[src/rtl/quad_mode_timer_pkg.sv]
package quad_mode_timer_pkg;
    localparam int BYTE_W = 8;

    typedef enum logic [1:0] {
        TM_WIDE   = 2'd0,
        TM_PRESC  = 2'd1,
        TM_RELOAD = 2'd2,
        TM_SPLIT  = 2'd3
    } tm_mode_e;

    typedef struct packed {
        logic [BYTE_W-1:0] lo;
        logic [BYTE_W-1:0] hi;
        logic              ovf;
        logic              hi_ovf;
        logic              roll;
    } tm_core_t;
endpackage

[src/rtl/tm_event_gen.sv]
module tm_event_gen #(
    parameter int SYNC_STAGES = 2
) (
    input  logic clk,
    input  logic rst_n,
    input  logic tick_i,
    input  logic ext_evt_i,
    input  logic cnt_src_i,
    input  logic run_i,
    input  logic run_hi_i,
    output logic cnt_en_o,
    output logic hi_en_o
);
    typedef struct packed {
        logic [SYNC_STAGES-1:0] sync;
        logic                   prev;
    } evt_t;

    evt_t st_d, st_q;
    logic edge_seen;

    always_comb begin
        st_d      = st_q;
        st_d.sync = {st_q.sync[SYNC_STAGES-2:0], ext_evt_i};
        if (tick_i) st_d.prev = st_q.sync[SYNC_STAGES-1];
        edge_seen = tick_i & st_q.sync[SYNC_STAGES-1] & ~st_q.prev;
        cnt_en_o  = run_i & (cnt_src_i ? edge_seen : tick_i);
        hi_en_o   = run_hi_i & tick_i;
    end

    always_ff @(posedge clk or negedge rst_n) begin
        if (!rst_n) st_q <= '0;
        else        st_q <= st_d;
    end


    edge_needs_tick_chk: assert property (@(posedge clk) disable iff (!rst_n)
        (cnt_src_i && cnt_en_o) |-> tick_i);
endmodule

[src/rtl/tm_count_core.sv]
module tm_count_core
    import quad_mode_timer_pkg::*;
#(
    parameter int PRE_W = 5
) (
    input  logic              clk,
    input  logic              rst_n,
    input  tm_mode_e          mode_i,
    input  logic              cnt_en_i,
    input  logic              hi_en_i,
    input  logic              ovf_clr_i,
    input  logic              wr_en_i,
    input  logic              wr_sel_i,
    input  logic [BYTE_W-1:0] wr_data_i,
    output tm_core_t          st_o
);
    localparam logic [BYTE_W-1:0]   BYTE_MAX = {BYTE_W{1'b1}};
    localparam logic [2*BYTE_W-1:0] WIDE_MAX = {2*BYTE_W{1'b1}};

    tm_core_t st_d, st_q;
    logic inc, hinc;
    logic [2*BYTE_W:0]   wide_sum;
    logic [PRE_W:0]      pre_sum;
    logic [BYTE_W:0]     lo_sum, hi_sum;

    always_comb begin
        st_d      = st_q;
        st_d.roll = 1'b0;
        inc       = cnt_en_i & ~wr_en_i;
        hinc      = hi_en_i & ~wr_en_i & (mode_i == TM_SPLIT);
        wide_sum  = {1'b0, st_q.hi, st_q.lo} + 1'b1;
        pre_sum   = {1'b0, st_q.lo[PRE_W-1:0]} + 1'b1;
        lo_sum    = {1'b0, st_q.lo} + 1'b1;
        hi_sum    = {1'b0, st_q.hi} + 1'b1;

        if (ovf_clr_i) begin
            st_d.ovf    = 1'b0;
            st_d.hi_ovf = 1'b0;
        end

        if (inc) begin
            unique case (mode_i)
                TM_WIDE: begin
                    {st_d.hi, st_d.lo} = wide_sum[2*BYTE_W-1:0];
                    if (wide_sum[2*BYTE_W]) begin
                        st_d.ovf  = 1'b1;
                        st_d.roll = 1'b1;
                    end
                end
                TM_PRESC: begin
                    st_d.lo[PRE_W-1:0] = pre_sum[PRE_W-1:0];
                    if (pre_sum[PRE_W]) begin
                        st_d.hi = hi_sum[BYTE_W-1:0];
                        if (hi_sum[BYTE_W]) begin
                            st_d.ovf  = 1'b1;
                            st_d.roll = 1'b1;
                        end
                    end
                end
                TM_RELOAD: begin
                    if (st_q.lo == BYTE_MAX) begin
                        st_d.lo   = st_q.hi;
                        st_d.ovf  = 1'b1;
                        st_d.roll = 1'b1;
                    end else begin
                        st_d.lo = lo_sum[BYTE_W-1:0];
                    end
                end
                default: begin
                    st_d.lo = lo_sum[BYTE_W-1:0];
                    if (lo_sum[BYTE_W]) begin
                        st_d.ovf  = 1'b1;
                        st_d.roll = 1'b1;
                    end
                end
            endcase
        end

        if (hinc) begin
            st_d.hi = hi_sum[BYTE_W-1:0];
            if (hi_sum[BYTE_W]) st_d.hi_ovf = 1'b1;
        end

        if (wr_en_i) begin
            if (wr_sel_i) st_d.hi = wr_data_i;
            else          st_d.lo = wr_data_i;
        end
    end

    always_ff @(posedge clk or negedge rst_n) begin
        if (!rst_n) st_q <= '0;
        else        st_q <= st_d;
    end

    assign st_o = st_q;


    wide_wrap_chk: assert property (@(posedge clk) disable iff (!rst_n)
        (mode_i == TM_WIDE && cnt_en_i && !wr_en_i && {st_q.hi, st_q.lo} == WIDE_MAX)
        |=> ({st_q.hi, st_q.lo} == '0 && st_q.ovf));


    reload_value_chk: assert property (@(posedge clk) disable iff (!rst_n)
        (mode_i == TM_RELOAD && cnt_en_i && !wr_en_i && st_q.lo == BYTE_MAX)
        |=> (st_q.lo == $past(st_q.hi)));


    write_wins_chk: assert property (@(posedge clk) disable iff (!rst_n)
        (wr_en_i && !wr_sel_i) |=> (st_q.lo == $past(wr_data_i)));


    flag_sticky_chk: assert property (@(posedge clk) disable iff (!rst_n)
        (st_q.ovf && !ovf_clr_i) |=> st_q.ovf);


    roll_with_flag_chk: assert property (@(posedge clk) disable iff (!rst_n)
        st_q.roll |-> st_q.ovf);
endmodule

[src/rtl/quad_mode_timer.sv]
module quad_mode_timer
    import quad_mode_timer_pkg::*;
#(
    parameter int SYNC_STAGES = 2,
    parameter int PRE_W       = 5
) (
    input  logic        clk,
    input  logic        rst_n,
    input  logic        tick_i,
    input  logic        ext_evt_i,
    input  logic        cnt_src_i,
    input  logic [1:0]  mode_i,
    input  logic        run_i,
    input  logic        run_hi_i,
    input  logic        irq_en_i,
    input  logic        ovf_clr_i,
    input  logic        wr_en_i,
    input  logic        wr_sel_i,
    input  logic [7:0]  wr_data_i,
    output logic [7:0]  cnt_lo_o,
    output logic [7:0]  cnt_hi_o,
    output logic        ovf_o,
    output logic        hi_ovf_o,
    output logic        irq_o,
    output logic        rollover_o
);
    logic     cnt_en, hi_en;
    tm_core_t core_st;
    tm_mode_e mode;

    assign mode = tm_mode_e'(mode_i);

    tm_event_gen #(.SYNC_STAGES(SYNC_STAGES)) evt_i (
        .clk(clk), .rst_n(rst_n), .tick_i(tick_i), .ext_evt_i(ext_evt_i),
        .cnt_src_i(cnt_src_i), .run_i(run_i), .run_hi_i(run_hi_i),
        .cnt_en_o(cnt_en), .hi_en_o(hi_en)
    );

    tm_count_core #(.PRE_W(PRE_W)) core_i (
        .clk(clk), .rst_n(rst_n), .mode_i(mode), .cnt_en_i(cnt_en),
        .hi_en_i(hi_en), .ovf_clr_i(ovf_clr_i), .wr_en_i(wr_en_i),
        .wr_sel_i(wr_sel_i), .wr_data_i(wr_data_i), .st_o(core_st)
    );

    assign cnt_lo_o   = core_st.lo;
    assign cnt_hi_o   = core_st.hi;
    assign ovf_o      = core_st.ovf;
    assign hi_ovf_o   = core_st.hi_ovf;
    assign rollover_o = core_st.roll;
    assign irq_o      = irq_en_i & (core_st.ovf | core_st.hi_ovf);


    idle_hold_chk: assert property (@(posedge clk) disable iff (!rst_n)
        (!run_i && !run_hi_i && !wr_en_i) |=> $stable({cnt_hi_o, cnt_lo_o}));
endmodule

[config.mk]
export PLATFORM = sky130hd
export DESIGN_NAME = quad_mode_timer
export DESIGN_NICKNAME = d
export VERILOG_FILES = /design/src/rtl/quad_mode_timer_pkg.sv /design/src/rtl/tm_event_gen.sv /design/src/rtl/tm_count_core.sv /design/src/rtl/quad_mode_timer.sv
export SDC_FILE = /design/constraint.sdc
export NUM_CORES = 1
export LEC_CHECK = 0
export BUFFER_PORTS_ARGS = -buffer_cell sky130_fd_sc_hd__buf_2
export CAP_MARGIN = 5
export CORE_AREA = 3 3 62 64
export CTS_CLUSTER_SIZE = 24
export DETAILED_ROUTE_END_ITERATION = 6
export DIE_AREA = 0 0 65 67
export PLACE_DENSITY = 0.73
export SYNTH_ARGS = -nofsm -noshare
export SYNTH_HDL_FRONTEND = slang
export SYNTH_SLANG_ARGS = --single-unit
[constraint.sdc]
create_clock -name clk -period 1.7 [get_ports clk]
set_clock_uncertainty 0.05 [all_clocks]
set_input_delay 0.34 -clock clk [delete_from_list [all_inputs] [get_ports clk]]
set_output_delay 0.34 -clock clk [all_outputs]
set_load 0.01 [all_outputs]
==> results_dict.tcl, run 1 <==
set metrics [dict create \
    ys_types 60 \
    core-area_um2 3340 \
    rsz0062_at_grt "true" \
    final_cell_area_um2 2360 \
    cp_data_required_time_ps 1870 \
    final-max-slew-violation-count 0 \
    vias_per_cell 5.87 \
    ir_drop_uv 472 \
    final_cell_mix "40 x buf_2, 40 x buf_4, 21 x nand2_1" \
    io_buffers 40 \
    fin_util_pct 70.8 \
    grt_pass1_wl_um 8340 \
    placed_cell_area_um2 2070 \
    dp.cells 292 \
    violations "negative setup slack" \
    postSynth.asyncResetShare_pct 100 \
    syn_nets 203 \
    cts_buffer_depth 2 \
    finalHoldViolations 0 \
    cts_inserted_buffers 3 \
    cts_root_buf "clkbuf_4" \
    wire_per_inst_um 18.0 \
    pin_count 41 \
    syn_area_per_cell_um2 8.81 \
    drive_above_1_share_pct 48.8 \
    fill_cells 278 \
    ys_seq_elements 22 \
    clk_pin_slew_ps 120 \
    tritoncts "yes" \
    seq_area_um2 558 \
    area_delta_synth_final_pct 49.6 \
    worstPathMaxFanout 5 \
    start_util_pct 47.3 \
    drtPass1Iterations 4 \
    ant_nets 0 \
    synthCells 179 \
    yosysSeqAreaShare_pct 34.9 \
    relSlewSlack_pct 64.5 \
    setup_viol 8 \
    rows 21 \
    min_path_type "in2reg" \
    fin_cells 306 \
    p_leak_nw 1.03 \
    die_area_um2 4360 \
    fin_ws_ps -210 \
    yosysWarnings 0 \
    drt_iter0_drc 145 \
    ys.flop_type "dfrtp_1" \
    crit_arrival_ps 2080 \
    tightest_slew_ps 532 \
    cts_sinks 22 \
    period_minus_slack_ps 1910 \
    die_x_um 65 \
    fmax_ghz 0.524 \
    die_y_um 67 \
    grt_antenna_before_repair 0 \
    cap_violations 0 \
    synth_area_um2 1580 \
    status "complete, but fails checks" \
    drc 0 \
    end_kind "flip-flop" \
    synth_edf_count 0 \
    power_mw 1.51 \
    wirelength_um 5510 \
    grt_max_degree 23 \
    grt_pass1_vias 1791 \
    hpwlAfterDp_um 3730 \
    p_per_area_nw_per_um2 639 \
    cp-start-kind "flip-flop" \
    clock_latency_ps 340 \
    multiInputGateArea_um2 1130 \
    grt_overflow 0 \
    gp_congestion 0.974 \
    antennaDiodeCount 0 \
    path_class "reg2reg" \
    grtUsageTotal_pct 25.3 \
    fin_nets 285 \
    via_count 1797 \
    cts_max_level 1 \
    period_share_pct 112 \
]
## kinds of logic (layout without fill, tap and decap cells)
logic type / Yosys count / after routing / synth area share [%]
AND/OR/NAND/NOR: 77 / 77 / 26.9
AO/OA/AOI/OAI: 57 / 57 / 28.2
flip-flops: 22 / 22 / 34.9
buffers and inverters: 15 / 96 / 4.52
adder cells (fa/ha/maj): 3 / 3 / 2.38
multiplexers: 3 / 3 / 1.98
XOR/XNOR: 2 / 2 / 1.11
## registers in the layout, summed over array words and instances, names as in the netlist
signal / count
core_i.st_o: 19
evt_i.st_q: 2
evt_i.st_d: 1
## stage by stage
step	TNS, ps	setup slack (ps)	hold WS (ps)
floorplan	-214	-74.4	-5.59
global placement	-705	-110	287
detailed placement	-1270	-146	294
CTS	-103	-45.5	65.3
global route	-1620	-262	51.1
finish	-867	-210	70.6
## power by group
part	switching (mW)	leakage [nW]	internal, mW
registers	0.0785	0.260	0.582
logic	0.293	0.753	0.242
clock network	0.182	0.0210	0.131
## cell type report
| class | instances | area share (%) |
|---|---|---|
| Multi-Input combinational cell | 142 | 48.1 |
| Clock buffer | 4 | 1.54 |
| Timing Repair Buffer | 84 | 23.1 |
| Tap cell | 46 | 2.44 |
| Sequential cell | 22 | 23.6 |
| Inverter | 8 | 1.27 |
## cells in the mapped netlist (all sizes together), types with 2 or more instances
cell    count  area [µm²]
nand4       4        31.3
inv         8        30.0
nand2b      2        12.5
nand2      22        82.6
and3        4        25.0
a31oi       5        46.3
o31ai       3        27.5
o21a        2        15.0
nor2       14        60.1
o21ai       7        35.0
buf         5        33.8
nand3       9        50.1
dfrtp      22         551
a21oi       8        51.3
o311a       2        20.0
nor4        4        25.0
nor2b       4        25.0
mux2i       2        20.0
o311ai      2        17.5
clkbuf      2        7.51
a21o        4        30.0
ha          3        37.5
a22o        3        27.5
a211oi      4        30.0
o211ai      4        30.0
and2        2        12.5
xnor2       2        17.5
nor3        4        20.0
## per-layer routing
metal / up-vias / share of wire (%) / GRT usage (%)
met5: - / 0 / 0
met4: 0 / 2.8 / 10.8
met3: 14 / 7.0 / 5.90
met2: 73 / 48 / 43.2
met1: 873 / 42 / 30.2
li1: 837 / - / -
## final timing paths
kind / from / to / slack [ps] / cells past startpoint
max: core_i.st_o[11] / core_i.st_o[12] / -210 / 8
min: ext_evt_i / evt_i.st_d[2] / 70 / 1
max reg2reg: core_i.st_o[11] / core_i.st_o[12] / -210 / 8
min reg2reg: evt_i.st_d[2] / evt_i.st_q[2] / 320 / 0
max in group asynchronous: rst_n / core_i.st_o[11] / 750 / 2
min in group asynchronous: rst_n / core_i.st_o[8] / 440 / 2
## repair_timing
| action | CTS | global route |
|---|---|---|
| hold endpoints to repair | 22 | 0 |
| hold buffers | 1 | 0 |
| pin swaps | 9 | 13 |
| gates resized for setup | 13 | 30 |
| setup buffers | 2 | 6 |
| endpoints found under the setup margin | 15 | 18 |
| gates cloned | 1 | 0 |
## critical path: stages (launching register included)
cell	delay, ps
dfrtp_2	400
ha_4	160
nand4_4	120
nor4b_4	330
buf_4	190
buf_6	130
mux2i_1	180
a211oi_1	90
a21o_1	150
Note: power is estimated with default switching activity, not from simulation.
==> run 2: changes to the inputs <==
--- a/config.mk
+++ b/config.mk
@@ -7,11 +7,11 @@
 export LEC_CHECK = 0
 export BUFFER_PORTS_ARGS = -buffer_cell sky130_fd_sc_hd__buf_2
 export CAP_MARGIN = 5
-export CORE_AREA = 3 3 62 64
+export CORE_AREA = 2 2 66 68
 export CTS_CLUSTER_SIZE = 24
 export DETAILED_ROUTE_END_ITERATION = 6
-export DIE_AREA = 0 0 65 67
-export PLACE_DENSITY = 0.73
+export DIE_AREA = 0 0 68 70
+export PLACE_DENSITY = 0.63
 export SYNTH_ARGS = -nofsm -noshare
 export SYNTH_HDL_FRONTEND = slang
 export SYNTH_SLANG_ARGS = --single-unit
==> run 2 against run 1 <==
The flow finishes with violations (negative hold slack, negative setup slack). Cell count up 2.6%. First-iteration DRC count fell by 30%. Via count fell by 2.2%. Sequential power decreased by 2%. Worst hold slack worse by 77 ps. Flip-flop and latch count is the same. Worst setup slack better by 130 ps. Critical endpoint unchanged. Register-to-register slack gained 130 ps. Utilization down 14 points. Final area down 1.1%. Total power rose by 1.8%. Wire length decreased by 5.7%.
==> results_dict.tcl, run 2 (synthesis gave the netlist of run 1 again) <==
set metrics [dict create \
    r2r_cells 7 \
    core-area_um2 4140 \
    clkPwrFrac_pct 22.5 \
    largest_reg_flops 19 \
    cp_data_required_time_ps 1810 \
    p_per_area_nw_per_um2 658 \
    p_int_mw 1.00 \
    switchingPower_mw 0.533 \
    finalHoldViolations 14 \
    switching_share_pct 34.7 \
    routed-wl-met2_um 2630 \
    via_count 1757 \
    period_share_pct 105 \
    area_delta_synth_final_pct 48.0 \
    drive_above_1_share_pct 46.9 \
    die_area_um2 4760 \
    combPwrFrac_pct 35.4 \
    rows 24 \
    path_class "reg2reg" \
    worstPathMaxFanout 5 \
    fin_tns_setup_ps -256 \
    grt_pass1_vias 1691 \
    fmax_ghz 0.561 \
    cts_root_buf "clkbuf_8" \
    clk_pin_slew_ps 90 \
    cts_inserted_buffers 3 \
    relSlewSlack_pct 64.7 \
    hpwlAfterDp_um 3800 \
    status "complete, but fails checks" \
    period_minus_slack_ps 1780 \
    drt_iter0_drc 101 \
    cts_buffer_depth 2 \
    die_y_um 70 \
    setup_viol 9 \
    min_path_type "in2async" \
    tritoncts "yes" \
    gp_congestion 0.908 \
    io_buffers 40 \
    final_cell_mix "41 x buf_2, 41 x buf_4, 21 x nand2_1" \
    die_x_um 68 \
    final-max-slew-violation-count 0 \
    end_kind "flip-flop" \
    start_util_pct 38.1 \
    drtPass1Iterations 4 \
    pre_cts_ws_ps -136 \
    antennaDiodeCount 0 \
    grt_pass1_wl_um 8220 \
    clock_latency_ps 260 \
    tightest_slew_ps 529 \
    crit_arrival_ps 1890 \
    ir_drop_uv 327 \
    grt_antenna_before_repair 0 \
    violations "negative hold slack, negative setup slack" \
    fin_util_pct 56.3 \
    cts_max_level 1 \
    cp-start-kind "flip-flop" \
    p_leak_nw 1.04 \
    wire_per_inst_um 16.5 \
    routed-wl-met3_um 191 \
    grt_max_degree 23 \
    drc 0 \
    vias_per_cell 5.60 \
    grt_overflow 0 \
    fin_ws_ps -82.9 \
    wl_met1_um 2290 \
    cap_violations 0 \
    crit_path_cell_trace "ha_4 > nand4_4 > nor4b_4 > buf_6 > mux2i_1 > a211oi_1 > a21o_1" \
    crit_slowest_cell "dfrtp_2" \
    wirelength_um 5190 \
    ant_nets 0 \
    pwr-share-seq_pct 42.1 \
    holdWs_ps -6.07 \
    cts_sinks 22 \
    rsz0062_at_grt "true" \
    fin_nets 287 \
    pin_count 41 \
    grtUsageTotal_pct 22.7 \
    slowest_delay_ps 400 \
    route.top_layer_used "met4" \
]
-- run 2: cell types whose count changed in the layout (fill, tap and decap cells not counted), sizes merged --
cell and change:
buf +3, dlygate4sd3 -1
-- run 2: power by group through the flow --
stage	clock (mW)	combinational, mW	sequential (mW)
global placement	0	0.499	0.651
floorplan	0	0.212	0.684
CTS	0.350	0.514	0.645
finish	0.346	0.543	0.647
global route	0.375	0.601	0.656
detailed placement	0	0.505	0.655
-- run 2: cell type report --
type,instances,area (µm²)
timing repair buffer,86,558
sequential,22,554
fill,403,1810
multi-input combinational,142,1080
clock buffer,4,45.0
inverter,8,30.0
tap,52,65.1
-- run 2: worst max-delay path: cells and delay by family, from the launching register on --
kind	cells	cell delay, ps
muxes	1	180
adders and majority gates	1	150
and+or+nand+nor	2	500
DFF	1	400
AOI/OAI and AO/OA	2	240
buffers and inverters	1	180
-- run 2: final timing paths --
check,startpoint,endpoint,slack [ps]
worst max-delay path,core_i.st_o[11],core_i.st_o[12],-80
worst min-delay path,rst_n,core_i.st_o[13],-6
worst max register to register,core_i.st_o[11],core_i.st_o[12],-80
worst min register to register,evt_i.st_d[2],evt_i.st_q[2],310
max in group asynchronous,rst_n,core_i.st_o[4],1220
min in group clk,ext_evt_i,evt_i.st_d[2],130
-- run 2: metrics by stage --
step,power (mW),cells,area (µm²)
global placement,1.15,305,2130
CTS,1.51,312,2230
floorplan,0.895,179,1600
detailed placement,1.16,305,2130
finish,1.54,314,2330
global route,1.63,314,2330
-- run 2: layer usage --
metal / global-route usage, % / vias up
li1: - / 846
met1: 31.0 / 857
met2: 37.2 / 46
met3: 2.58 / 8
met4: 6.44 / 0
met5: 0 / -
-- run 2: timing repair --
action / in CTS / in global routing
setup endpoints to repair: 14 / 18
gates resized for setup: 7 / 24
setup buffers: 2 / 2
cloned: 1 / 0
hold buffers: 0 / 0
pin swaps: 11 / 7
